==> src/rtl/regwin_pkg.sv <==
package regwin_pkg;

  typedef enum logic [1:0] {
    OP_IDLE = 2'd0,
    OP_LOAD = 2'd1,
    OP_DOWN = 2'd2,
    OP_UP   = 2'd3
  } win_op_e;

  localparam logic [5:0] EXC_NONE  = 6'd0;
  localparam logic [5:0] EXC_UNDER = 6'd1;
  localparam logic [5:0] EXC_OVER  = 6'd2;

  // Exception number for a candidate pointer value; underflow is tested first.
  function automatic logic [5:0] win_check(input int nxt, input int lo, input int hi);
    if (nxt < lo)      return EXC_UNDER;
    else if (nxt > hi) return EXC_OVER;
    else               return EXC_NONE;
  endfunction

  // Architectural index to physical address.
  function automatic int phys_of(input int ptr, input int idx, input int nwin);
    int caller;
    caller = (ptr + 1) % nwin;
    if (idx < 8)       return idx;
    else if (idx < 24) return ptr * 16 + idx;
    else               return caller * 16 + idx - 16;
  endfunction

endpackage

==> src/rtl/regwin_limits.sv <==
module regwin_limits #(
  parameter int NUM_WIN = 32,
  parameter int PTR_W   = 5
) (
  input  logic             clk,
  input  logic             rst_n,
  input  logic             wr_en,
  input  logic [PTR_W-1:0] lo_in,
  input  logic [PTR_W-1:0] hi_in,
  output logic [PTR_W-1:0] lo_q,
  output logic [PTR_W-1:0] hi_q
);
  localparam logic [PTR_W-1:0] TOP = PTR_W'(NUM_WIN - 1);

  always_ff @(posedge clk or negedge rst_n) begin
    if (!rst_n) begin
      lo_q <= '0;
      hi_q <= TOP;
    end else if (wr_en) begin
      lo_q <= lo_in;
      hi_q <= hi_in;
    end
  end

  // limits take the written value at the next edge
  a_r10_limit_load: assert property (@(posedge clk) disable iff (!rst_n)
    wr_en |=> (lo_q == $past(lo_in)) && (hi_q == $past(hi_in)));

  a_r10_limit_hold: assert property (@(posedge clk) disable iff (!rst_n)
    !wr_en |=> $stable(lo_q) && $stable(hi_q));
endmodule

==> src/rtl/regwin_ctrl.sv <==
module regwin_ctrl
  import regwin_pkg::*;
#(
  parameter int NUM_WIN = 32,
  parameter int PTR_W   = 5,
  parameter bit FLAT    = 1'b0
) (
  input  logic             clk,
  input  logic             rst_n,
  input  logic             ptr_wr,
  input  logic [PTR_W-1:0] ptr_wdata,
  input  logic             trap_enter,
  input  logic             cmd_save,
  input  logic             cmd_restore,
  input  logic [PTR_W-1:0] lo_q,
  input  logic [PTR_W-1:0] hi_q,
  output logic [PTR_W-1:0] cwp,
  output logic             exc_req,
  output logic [5:0]       exc_num
);
  localparam logic [PTR_W-1:0] TOP = PTR_W'(NUM_WIN - 1);

  win_op_e    op;
  int         nxt;
  logic [5:0] code;
  // Named events for the assertions
  logic       load_evt;
  logic       step_ok;
  logic       over_evt;
  logic       under_evt;

  // direct write > trap > save > restore
  always_comb begin
    if (ptr_wr)                     op = OP_LOAD;
    else if (trap_enter || cmd_save) op = OP_DOWN;
    else if (cmd_restore)           op = OP_UP;
    else                            op = OP_IDLE;
  end

  always_comb begin
    nxt  = (op == OP_UP) ? int'(cwp) + 1 : int'(cwp) - 1;
    code = win_check(nxt, int'(lo_q), int'(hi_q));
  end

  assign load_evt  = !FLAT && (op == OP_LOAD);
  assign step_ok   = !FLAT && (op == OP_DOWN || op == OP_UP) && (code == EXC_NONE);
  assign over_evt  = !FLAT && (op == OP_DOWN || op == OP_UP) && (code == EXC_OVER);
  assign under_evt = !FLAT && (op == OP_DOWN || op == OP_UP) && (code == EXC_UNDER);

  generate
    if (FLAT) begin : g_flat
      assign cwp     = TOP;
      assign exc_req = 1'b0;
      assign exc_num = EXC_NONE;

      // flat build keeps the pointer and never faults
      a_r11_flat_frozen: assert property (@(posedge clk) disable iff (!rst_n)
        (cmd_save || cmd_restore || trap_enter || ptr_wr) |=> (cwp == TOP) && !exc_req);
    end else begin : g_win
      logic [PTR_W-1:0] ptr_q;
      logic             req_q;
      logic [5:0]       num_q;

      always_ff @(posedge clk or negedge rst_n) begin
        if (!rst_n) begin
          ptr_q <= TOP;
          req_q <= 1'b0;
          num_q <= EXC_NONE;
        end else begin
          req_q <= over_evt || under_evt;
          num_q <= (over_evt || under_evt) ? code : EXC_NONE;
          if (load_evt)     ptr_q <= ptr_wdata;
          else if (step_ok) ptr_q <= PTR_W'(nxt);
        end
      end

      assign cwp     = ptr_q;
      assign exc_req = req_q;
      assign exc_num = num_q;

      // an accepted SAVE or trap moves the pointer down by one
      a_r2_down_step: assert property (@(posedge clk) disable iff (!rst_n)
        (step_ok && op == OP_DOWN) |=> (cwp == $past(cwp) - 1'b1) && !exc_req);

      // an accepted RESTORE moves the pointer up by one
      a_r3_up_step: assert property (@(posedge clk) disable iff (!rst_n)
        (step_ok && op == OP_UP) |=> (cwp == $past(cwp) + 1'b1) && !exc_req);

      // overflow holds the pointer and requests exception 2
      a_r4_overflow: assert property (@(posedge clk) disable iff (!rst_n)
        over_evt |=> $stable(cwp) && exc_req && (exc_num == 6'd2));

      // underflow holds the pointer and requests exception 1
      a_r5_underflow: assert property (@(posedge clk) disable iff (!rst_n)
        under_evt |=> $stable(cwp) && exc_req && (exc_num == 6'd1));

      // a direct write loads the value and raises nothing
      a_r6_write_quiet: assert property (@(posedge clk) disable iff (!rst_n)
        ptr_wr |=> (cwp == $past(ptr_wdata)) && !exc_req);

      // a direct write overrides steps issued in the same cycle
      a_r8_write_wins: assert property (@(posedge clk) disable iff (!rst_n)
        (ptr_wr && (cmd_save || cmd_restore || trap_enter)) |=> cwp == $past(ptr_wdata));

      // a request lasts one cycle unless a new fault follows
      a_r5_single_pulse: assert property (@(posedge clk) disable iff (!rst_n)
        (exc_req && !over_evt && !under_evt) |=> !exc_req);
    end
  endgenerate
endmodule

==> src/rtl/regwin_map.sv <==
module regwin_map
  import regwin_pkg::*;
#(
  parameter int NUM_WIN = 32,
  parameter int PTR_W   = 5,
  parameter int PHYS_W  = 10
) (
  input  logic              clk,
  input  logic              rst_n,
  input  logic [PTR_W-1:0]  cwp,
  input  logic [4:0]        arch_idx,
  output logic [PHYS_W-1:0] phys_addr
);
  always_comb
    phys_addr = PHYS_W'(phys_of(int'(cwp), int'(arch_idx), NUM_WIN));

  // globals are shared by every window
  a_r9_globals: assert property (@(posedge clk) disable iff (!rst_n)
    (arch_idx < 5'd8) |-> (phys_addr == PHYS_W'(arch_idx)));

  // the out group lies inside the current window's 16-register slice
  a_r9_out_slice: assert property (@(posedge clk) disable iff (!rst_n)
    (arch_idx >= 5'd8 && arch_idx < 5'd16) |-> (phys_addr[PHYS_W-1:4] == PHYS_W'(cwp)));
endmodule

==> src/rtl/regwin_ptr_mgr.sv <==
module regwin_ptr_mgr #(
  parameter int NUM_REGS = 512,
  parameter bit FLAT     = 1'b0,
  parameter int NUM_WIN  = NUM_REGS / 16,
  parameter int PTR_W    = $clog2(NUM_WIN),
  parameter int PHYS_W   = $clog2(NUM_REGS + 8)
) (
  input  logic              clk,
  input  logic              rst_n,
  input  logic              ptr_wr,
  input  logic [PTR_W-1:0]  ptr_wdata,
  input  logic              trap_enter,
  input  logic              cmd_save,
  input  logic              cmd_restore,
  input  logic              lim_wr_en,
  input  logic [PTR_W-1:0]  lim_lo,
  input  logic [PTR_W-1:0]  lim_hi,
  input  logic [4:0]        arch_idx,
  output logic [PTR_W-1:0]  cwp,
  output logic [PHYS_W-1:0] phys_addr,
  output logic              exc_req,
  output logic [5:0]        exc_num
);
  logic [PTR_W-1:0] lo_q;
  logic [PTR_W-1:0] hi_q;

  regwin_limits #(.NUM_WIN(NUM_WIN), .PTR_W(PTR_W)) u_limits (
    .clk(clk), .rst_n(rst_n), .wr_en(lim_wr_en),
    .lo_in(lim_lo), .hi_in(lim_hi), .lo_q(lo_q), .hi_q(hi_q)
  );

  regwin_ctrl #(.NUM_WIN(NUM_WIN), .PTR_W(PTR_W), .FLAT(FLAT)) u_ctrl (
    .clk(clk), .rst_n(rst_n), .ptr_wr(ptr_wr), .ptr_wdata(ptr_wdata),
    .trap_enter(trap_enter), .cmd_save(cmd_save), .cmd_restore(cmd_restore),
    .lo_q(lo_q), .hi_q(hi_q), .cwp(cwp), .exc_req(exc_req), .exc_num(exc_num)
  );

  regwin_map #(.NUM_WIN(NUM_WIN), .PTR_W(PTR_W), .PHYS_W(PHYS_W)) u_map (
    .clk(clk), .rst_n(rst_n), .cwp(cwp), .arch_idx(arch_idx), .phys_addr(phys_addr)
  );

  // reset leaves the top window selected and no request pending
  a_r1_reset_state: assert property (@(posedge clk)
    $rose(rst_n) |-> (cwp == PTR_W'(NUM_WIN - 1)) && !exc_req);
endmodule

==> config.mk <==
export PLATFORM = sky130hd
export DESIGN_NAME = regwin_ptr_mgr
export DESIGN_NICKNAME = d
export VERILOG_FILES = /design/src/rtl/regwin_pkg.sv /design/src/rtl/regwin_limits.sv /design/src/rtl/regwin_ctrl.sv /design/src/rtl/regwin_map.sv /design/src/rtl/regwin_ptr_mgr.sv
export SDC_FILE = /design/constraint.sdc
export NUM_CORES = 1
export LEC_CHECK = 0
export ABC_AREA = 1
export BUFFER_PORTS_ARGS = -buffer_cell sky130_fd_sc_hd__buf_4
export CORE_ASPECT_RATIO = 2
export CORE_MARGIN = 5
export CORE_UTILIZATION = 44
export DETAILED_ROUTE_END_ITERATION = 10
export PLACE_DENSITY = 0.67
export SLEW_MARGIN = 20
export SYNTH_ARGS = -nofsm -noshare
export SYNTH_HDL_FRONTEND = slang
export SYNTH_SLANG_ARGS = --single-unit
==> constraint.sdc <==
create_clock -name clk -period 5.1 [get_ports clk]
set_input_delay 0.255 -clock clk [delete_from_list [all_inputs] [get_ports clk]]
set_output_delay 0.255 -clock clk [all_outputs]
set_load 0.02 [all_outputs]
==> key figures, run 1 <==
Timing
  • F_max: 0.331 GHz
  • Slew Viols, Final: 0
  • Final setup vio count: 0
  • Period Utilization, post-route: 0.592
  • Final Skew: 0.00235 ns
  • Hold Fails Final Rpt: 0
  • Minimum clock period: 3.02 ns
  • Setup TNS: 0 ns
  • RSZ-0062 raised after global routing: no

Power and ir drop
  • VDD IR max: 0.411 mV
  • PwrDens: 633 nW/um^2
  • Leak: 1.11 nW

Logic synthesis
  • Yosys top cell area share: 0.157
  • Post-synth EDFFs: 0
  • Avg Cell Area, Syn: 7.38 um^2
  • Synthesized area: 1680 um^2
  • Largest cells by area after synthesis: dfstp_2 16%, ha_1 13%, nand2_1 12%
  • Yosys reg bits: 18
  • Synth Instances: 227
  • Most frequent cells after synthesis: 55 x nand2_1, 39 x inv_1, 18 x ha_1
  • Most numerous cell in the Yosys netlist: nand2_1
  • Seq/Total Area, Yosys: 0.276
  • Synth async-reset ratio: 1.00
  • Synth Flop Type: dfstp_2
  • Synth warn: 0
  • Yosys top cell by area: dfstp_2
  • Post-synthesis cell type count: 34

Place
  • Port Buffers: 38
  • Area post-placement: 1950 um^2
  • Detailed placer's ending HPWL: 3.17 mm
  • Routability Congestion: 0.850

Detailed routing
  • Wire per inst: 11.9 um
  • Vias: 1458
  • DRC viols: 0
  • Post-Route WL: 3.69 mm
  • Post-DRT Antenna Nets: 0
  • First-pass DRT Iterations: 4
  • DRT iter0 DRCs: 21
  • Via/cell ratio: 4.72

Critical path
  • Worst setup EP type: output port
  • Reg-to-reg startpoint: u_ctrl.cwp[2]
  • CP Data Arrival Time: 2.76 ns
  • R2R Setup Slk: 2.37 ns
  • Reg2Reg Capture Point: u_ctrl.cwp[2]
  • Worst r2r path cells: 17
  • Worst Path Max Fanout: 10
  • Critical Path RT: 4.85 ns
  • Crit Path Class: register to output port
  • Crit start category: register

Min path
  • Worst Hold Class: input pin to register
  • Worst hold stages: 3
  • Min-delay src: lim_lo[2]
  • Hold EP: u_limits.lo_q[2]

Clock tree
  • CTS sink cnt: 18
  • Post-CTS Setup Inserts: 0
  • Clock-pin slew on the worst setup and hold paths: 0.06 ns
  • Clock latency on the worst-skew pair: 0.25 ns
  • Cts bufs inserted: 3
  • Post-cts sizing count: 0
  • # H-tree levels: 1
  • CTS tree: built
  • CTS root buf: clkbuf_8
  • Hold_buf cts: 1
  • Clock Path Buffers: 2

Cells and area
  • # diodes: 0
  • Post-route design area: 2000 um^2
  • Fin nets: 307
  • Syn-to-layout area delta: 19.5%
  • Layout cell share with drive strength beyond 1: 0.273
  • Final core area utilization: 0.549
  • FILL cells: 394

Die
  • Rows: 31
  • Die width: 53.6 um
  • Core area: 3650 um^2
  • Starting Density: 0.460
  • Die outline height: 97.3 um
  • Die area: 5220 um^2
  • Top Ports: 49

Job
  • # Max-Cap Violations: 0

Global route
  • First-pass GRT wire length: 6.29 mm
  • GRT overflow: 0
  • Initial antenna violation count: 0
  • Largest net degree at the start of global routing: 19
  • GRT Total Usage: 0.160
  • Number of global-route vias before repair: 1516

Status
  • Status: finished clean
[kinds of logic (layout without fill, tap and decap cells)]
kind of cell / after synthesis / in the layout / share of synthesized area
flip-flops: 18 / 18 / 0.276
XOR/XNOR: 8 / 8 / 0.0418
AND/OR/NAND/NOR: 93 / 93 / 0.258
multiplexers: 2 / 2 / 0.0134
adder cells (fa/ha/maj): 19 / 19 / 0.146
AO/OA/AOI/OAI: 29 / 29 / 0.112
other: 1 / 4 / 0.00224
buffers and inverters: 57 / 87 / 0.150
[area by class of cell]
cell class	instances	area, um^2	share of cell area
Sequential cell	18	463	0.231
Inverter	44	165	0.0825
Clock buffer	4	45.0	0.0225
Multi-Input combinational cell	155	972	0.486
Tap cell	49	61.3	0.0306
Timing Repair Buffer	39	295	0.147
[cell usage in the layout (no fill, tap or decap), types with 4 or more instances in the layout]
cell	Yosys	layout
nand2_1	55	55
inv_1	39	39
buf_4	10	38
ha_1	18	18
o21ai_0	14	14
nor2_1	13	13
nand3_1	11	11
dfstp_2	10	10
dfrtp_1	8	8
xor2_1	7	7
a21oi_1	5	5
inv_2	4	4
conb_1	1	4
[worst max path at each step]
stage | startpoint | end
3_3_place_gp | u_ctrl.cwp[2] | u_ctrl.cwp[2]
5_1_grt | u_ctrl.cwp[0] | phys_addr[9]
2_1_floorplan | u_ctrl.cwp[0] | phys_addr[9]
6_report | u_ctrl.cwp[0] | phys_addr[9]
4_1_cts | u_ctrl.cwp[0] | phys_addr[9]
3_5_place_dp | u_ctrl.cwp[0] | phys_addr[9]
[worst max-delay path, stage by stage, from the launching register on]
cell,delay [ns]
dfstp_2,0.64
inv_1,0.09
ha_1,0.34
inv_1,0.11
ha_1,0.18
inv_1,0.05
fa_1,0.35
inv_1,0.07
nand2_1,0.06
nand2_1,0.06
a21oi_1,0.07
a21oi_1,0.13
o21ai_0,0.09
o21ai_1,0.08
inv_1,0.05
buf_4,0.15
[power breakdown]
part           leakage, nW  switching [mW]  internal, mW
clock network       0.0228          0.0445        0.0553
logic                0.885           0.543         0.369
registers            0.204          0.0556         0.200
[through the flow]
step | std cells | total power, mW | setup WS, ns | hold WS (ns)
finish | 309 | 1.27 | 2.08 | 0.214
global placement | 304 | 1.17 | 2.41 | 0.134
CTS | 309 | 1.28 | 2.07 | 0.212
floorplan | 230 | 0.939 | 2.53 | -0.0406
detailed placement | 304 | 1.17 | 2.34 | 0.136
global route | 309 | 1.42 | 1.84 | 0.214
[routing by layer]
| layer | vias up | track usage | share of wire |
|---|---|---|---|
| li1 | 759 | - | - |
| met1 | 658 | 0.148 | 0.34 |
| met2 | 35 | 0.318 | 0.60 |
| met3 | 6 | 0.0123 | 0.036 |
| met4 | 0 | 0.0689 | 0.026 |
| met5 | - | 0 | 0 |
[registers in the layout, summed over array words and instances, names as in the netlist]
signal and cells:
u_ctrl.exc_num 2, u_limits.hi_q 5, u_limits.lo_q 5, u_ctrl.cwp 5, u_ctrl.exc_req 1
(Power assumes the default switching activity.)
==> run 2: changes to the inputs <==
--- a/config.mk
+++ b/config.mk
@@ -11,7 +11,7 @@
 export CORE_MARGIN = 5
 export CORE_UTILIZATION = 44
 export DETAILED_ROUTE_END_ITERATION = 10
-export PLACE_DENSITY = 0.67
+export PLACE_DENSITY = 0.69
 export SLEW_MARGIN = 20
 export SYNTH_ARGS = -nofsm -noshare
 export SYNTH_HDL_FRONTEND = slang
==> constraint.sdc (replaced) <==
create_clock -name clk -period 2.54 [get_ports clk]
set_input_delay 0.127 -clock clk [delete_from_list [all_inputs] [get_ports clk]]
set_output_delay 0.127 -clock clk [all_outputs]
set_load 0.02 [all_outputs]
==> run 2 against run 1 <==
The run now ends with setup timing left. Design area is 21% higher. Cell count is 8.7% higher. Power increased to 2.9 times the previous value. Largest cell class unchanged. Register-to-register slack lost 2.3 ns. Critical path type unchanged. Clock power is 130% higher. Critical path depth stayed put. Sequential cell count stayed put. Via count is 12% higher.
==> key figures, run 2 (synthesis results as in run 1) <==
Timing
  • Final Skew: 0.00781 ns (+0.00546 ns)
  • Post-layout worst setup margin: -0.0520 ns (-2.13 ns)
  • F_max: 0.386 GHz
  • Hold Fails Final Rpt: 0 (unchanged)
  • Final setup vio count: 1 (+1)
  • Slew Viols, Final: 0 (unchanged)
  • Period Utilization, post-route: 1.02
  • RSZ-0062 raised after global routing: yes
  • Minimum clock period: 2.59 ns

Detailed routing
  • Vias: 1633 (+12%)
  • First-pass DRT Iterations: 4 (unchanged)
  • Post-Route WL: 4.43 mm (+20%)
  • Wire per inst: 13.2 um (+10%)
  • DRC viols: 0 (unchanged)
  • Via/cell ratio: 4.86 (+3.0%)
  • DRT iter0 DRCs: 29 (+38%)
  • Post-DRT Antenna Nets: 0 (unchanged)

Global route
  • GRT overflow: 0 (unchanged)
  • Largest net degree at the start of global routing: 19 (unchanged)
  • Number of global-route vias before repair: 1699 (+12%)
  • Initial antenna violation count: 0 (unchanged)
  • GRT Total Usage: 0.186 (+0.0266)
  • First-pass GRT wire length: 7.34 mm (+17%)

Critical path
  • R2R Setup Slk: 0.04 ns (-2.33 ns)
  • Setup crit start: u_ctrl.cwp[1]
  • Worst setup EP type: output port
  • Worst Path Max Fanout: 2 (-8)
  • Critical-path top delay cell: dfstp_2
  • Crit start category: register
  • Worst r2r path cells: 17 (unchanged)
  • Critical Path RT: 2.41 ns (-2.44 ns)
  • CP top delay family: adder cells
  • Crit Path Class: register to output port
  • Slowest stage delay, CP: 0.56 ns (-0.08 ns)
  • Crit path cell chain: inv_2 > ha_4 > inv_4 > ha_4 > inv_2 > fa_2 > inv_2 > nand2_2 > nand2_2 > a21oi_2 > a21oi_1 > o21ai_1 > o21ai_1 > inv_1 > buf_6
  • Reg-to-reg startpoint: u_ctrl.cwp[1]
  • Reg2Reg Capture Point: u_ctrl.cwp[0]
  • CP Data Arrival Time: 2.47 ns (-0.29 ns)
  • Setup crit end: phys_addr[9]
  • CP bufs+invs: 6 (unchanged)
  • CP Depth: 15 (unchanged)
  • Critical path's most frequent cell: inv_2

Status
  • Failing checks: setup timing
  • Status: finished with violations

Die
  • Rows: 31 (unchanged)
  • Die area: 5220 um^2 (unchanged)
  • Starting Density: 0.460 (unchanged)
  • Core area: 3650 um^2 (unchanged)
  • Die outline height: 97.3 um (unchanged)
  • Top Ports: 49 (unchanged)
  • Die width: 53.6 um (unchanged)

Power and ir drop
  • VDD IR max: 1.16 mV (+180%)
  • PwrDens: 1510 nW/um^2 (+140%)
  • Overall power: 3.64 mW (+190%)
  • Leak: 1.26 nW (+13%)

Cells and area
  • Final core area utilization: 0.662 (+0.113)
  • Layout cell share with drive strength beyond 1: 0.460 (+0.187)
  • Commonest non-fill, non-tap cell in the layout: buf_4
  • Fin nets: 334 (+8.8%)
  • Syn-to-layout area delta: 44.1%
  • # diodes: 0 (unchanged)
  • Commonest non-fill, non-tap cells in the layout: 59 x buf_4, 50 x nand2_1, 31 x inv_1

Job
  • # Max-Cap Violations: 0 (unchanged)

Clock tree
  • Clock latency on the worst-skew pair: 0.26 ns (about the same)
  • CTS root buf: clkbuf_8
  • Clock-pin slew on the worst setup and hold paths: 0.07 ns (about the same)
  • CTS tree: built
  • Clock Path Buffers: 2 (unchanged)
  • # H-tree levels: 1 (unchanged)
  • CTS sink cnt: 18 (unchanged)
  • Cts bufs inserted: 3 (unchanged)

Place
  • Routability Congestion: 0.819 (-3.6%)
  • Port Buffers: 38 (unchanged)
  • Detailed placer's ending HPWL: 3.37 mm (+6.3%)

Min path
  • Worst Hold Class: input pin to register
  • Worst hold stages: 3 (unchanged)
-- run 2: changes by cell type in the layout (fill, tap and decap cells not counted), sizes merged --
cell / previous run / this run
buf: 38 / 65
-- run 2: per-layer routing --
| metal | global-route usage | share of wire | vias up |
|---|---|---|---|
| li1 | - | - | 812 |
| met1 | 0.173 | 0.32 | 761 |
| met2 | 0.348 | 0.58 | 46 |
| met3 | 0.0215 | 0.041 | 14 |
| met4 | 0.118 | 0.049 | 0 |
| met5 | 0 | 0 | - |
-- run 2: what timing repair did --
| action | CTS | global route |
|---|---|---|
| resized for setup | 18 | 28 |
| gates cloned | 0 | 0 |
| endpoints found under the hold margin | 18 | 0 |
| pin swaps | 6 | 16 |
| setup endpoints to repair | 9 | 11 |
| hold buffers | 1 | 0 |
| buffers inserted | 11 | 5 |
-- run 2: final cells by class --
type	instances	area, um^2
clock buffer	4	55.1
sequential	18	463
timing repair buffer	66	520
multi-input combinational	155	1150
inverter	44	168
tap	49	61.3
fill	332	1230
-- run 2: worst min-delay path by stage --
| stage | startpoint | endpoint | slack, ns |
|---|---|---|---|
| final | lim_lo[2] | u_limits.lo_q[2] | 0.08 |
| after global routing | lim_lo[1] | u_limits.lo_q[1] | 0.09 |
| after CTS | lim_lo[2] | u_limits.lo_q[2] | 0.07 |
| after detailed placement | rst_n | u_limits.lo_q[1] | 0.01 |
| after floorplan | rst_n | u_ctrl.exc_num[0] | -0.17 |
| after global placement | rst_n | u_limits.lo_q[1] | 0.009 |
-- run 2: metrics by stage --
| stage | cells | setup slack (ns) | hold slack (ns) | cell area (um^2) | setup TNS (ns) |
|---|---|---|---|---|---|
| 2_1_floorplan | 230 | 0.0937 | -0.169 | 1690 | 0 |
| 3_5_place_dp | 316 | -0.0379 | 0.00953 | 2040 | -0.0428 |
| 5_1_grt | 336 | -0.190 | 0.0850 | 2410 | -1.11 |
| 4_1_cts | 332 | -0.00426 | 0.0709 | 2270 | -0.00807 |
| 6_report | 336 | -0.0520 | 0.0766 | 2410 | -0.0520 |
| 3_3_place_gp | 316 | 0.0118 | 0.00937 | 2040 | 0 |
-- run 2: report_power, final --
| part | leakage, nW | internal (mW) | switching (mW) |
|---|---|---|---|
| sequential | 0.204 | 0.400 | 0.0881 |
| clock | 0.0288 | 0.138 | 0.0959 |
| combinational | 1.03 | 1.40 | 1.52 |
-- run 2: worst min-delay path, delay by kind of cell --
family          cells  cell delay, ns
simple gates        1            0.04
buf+inv             1            0.08
compound gates      1            0.06
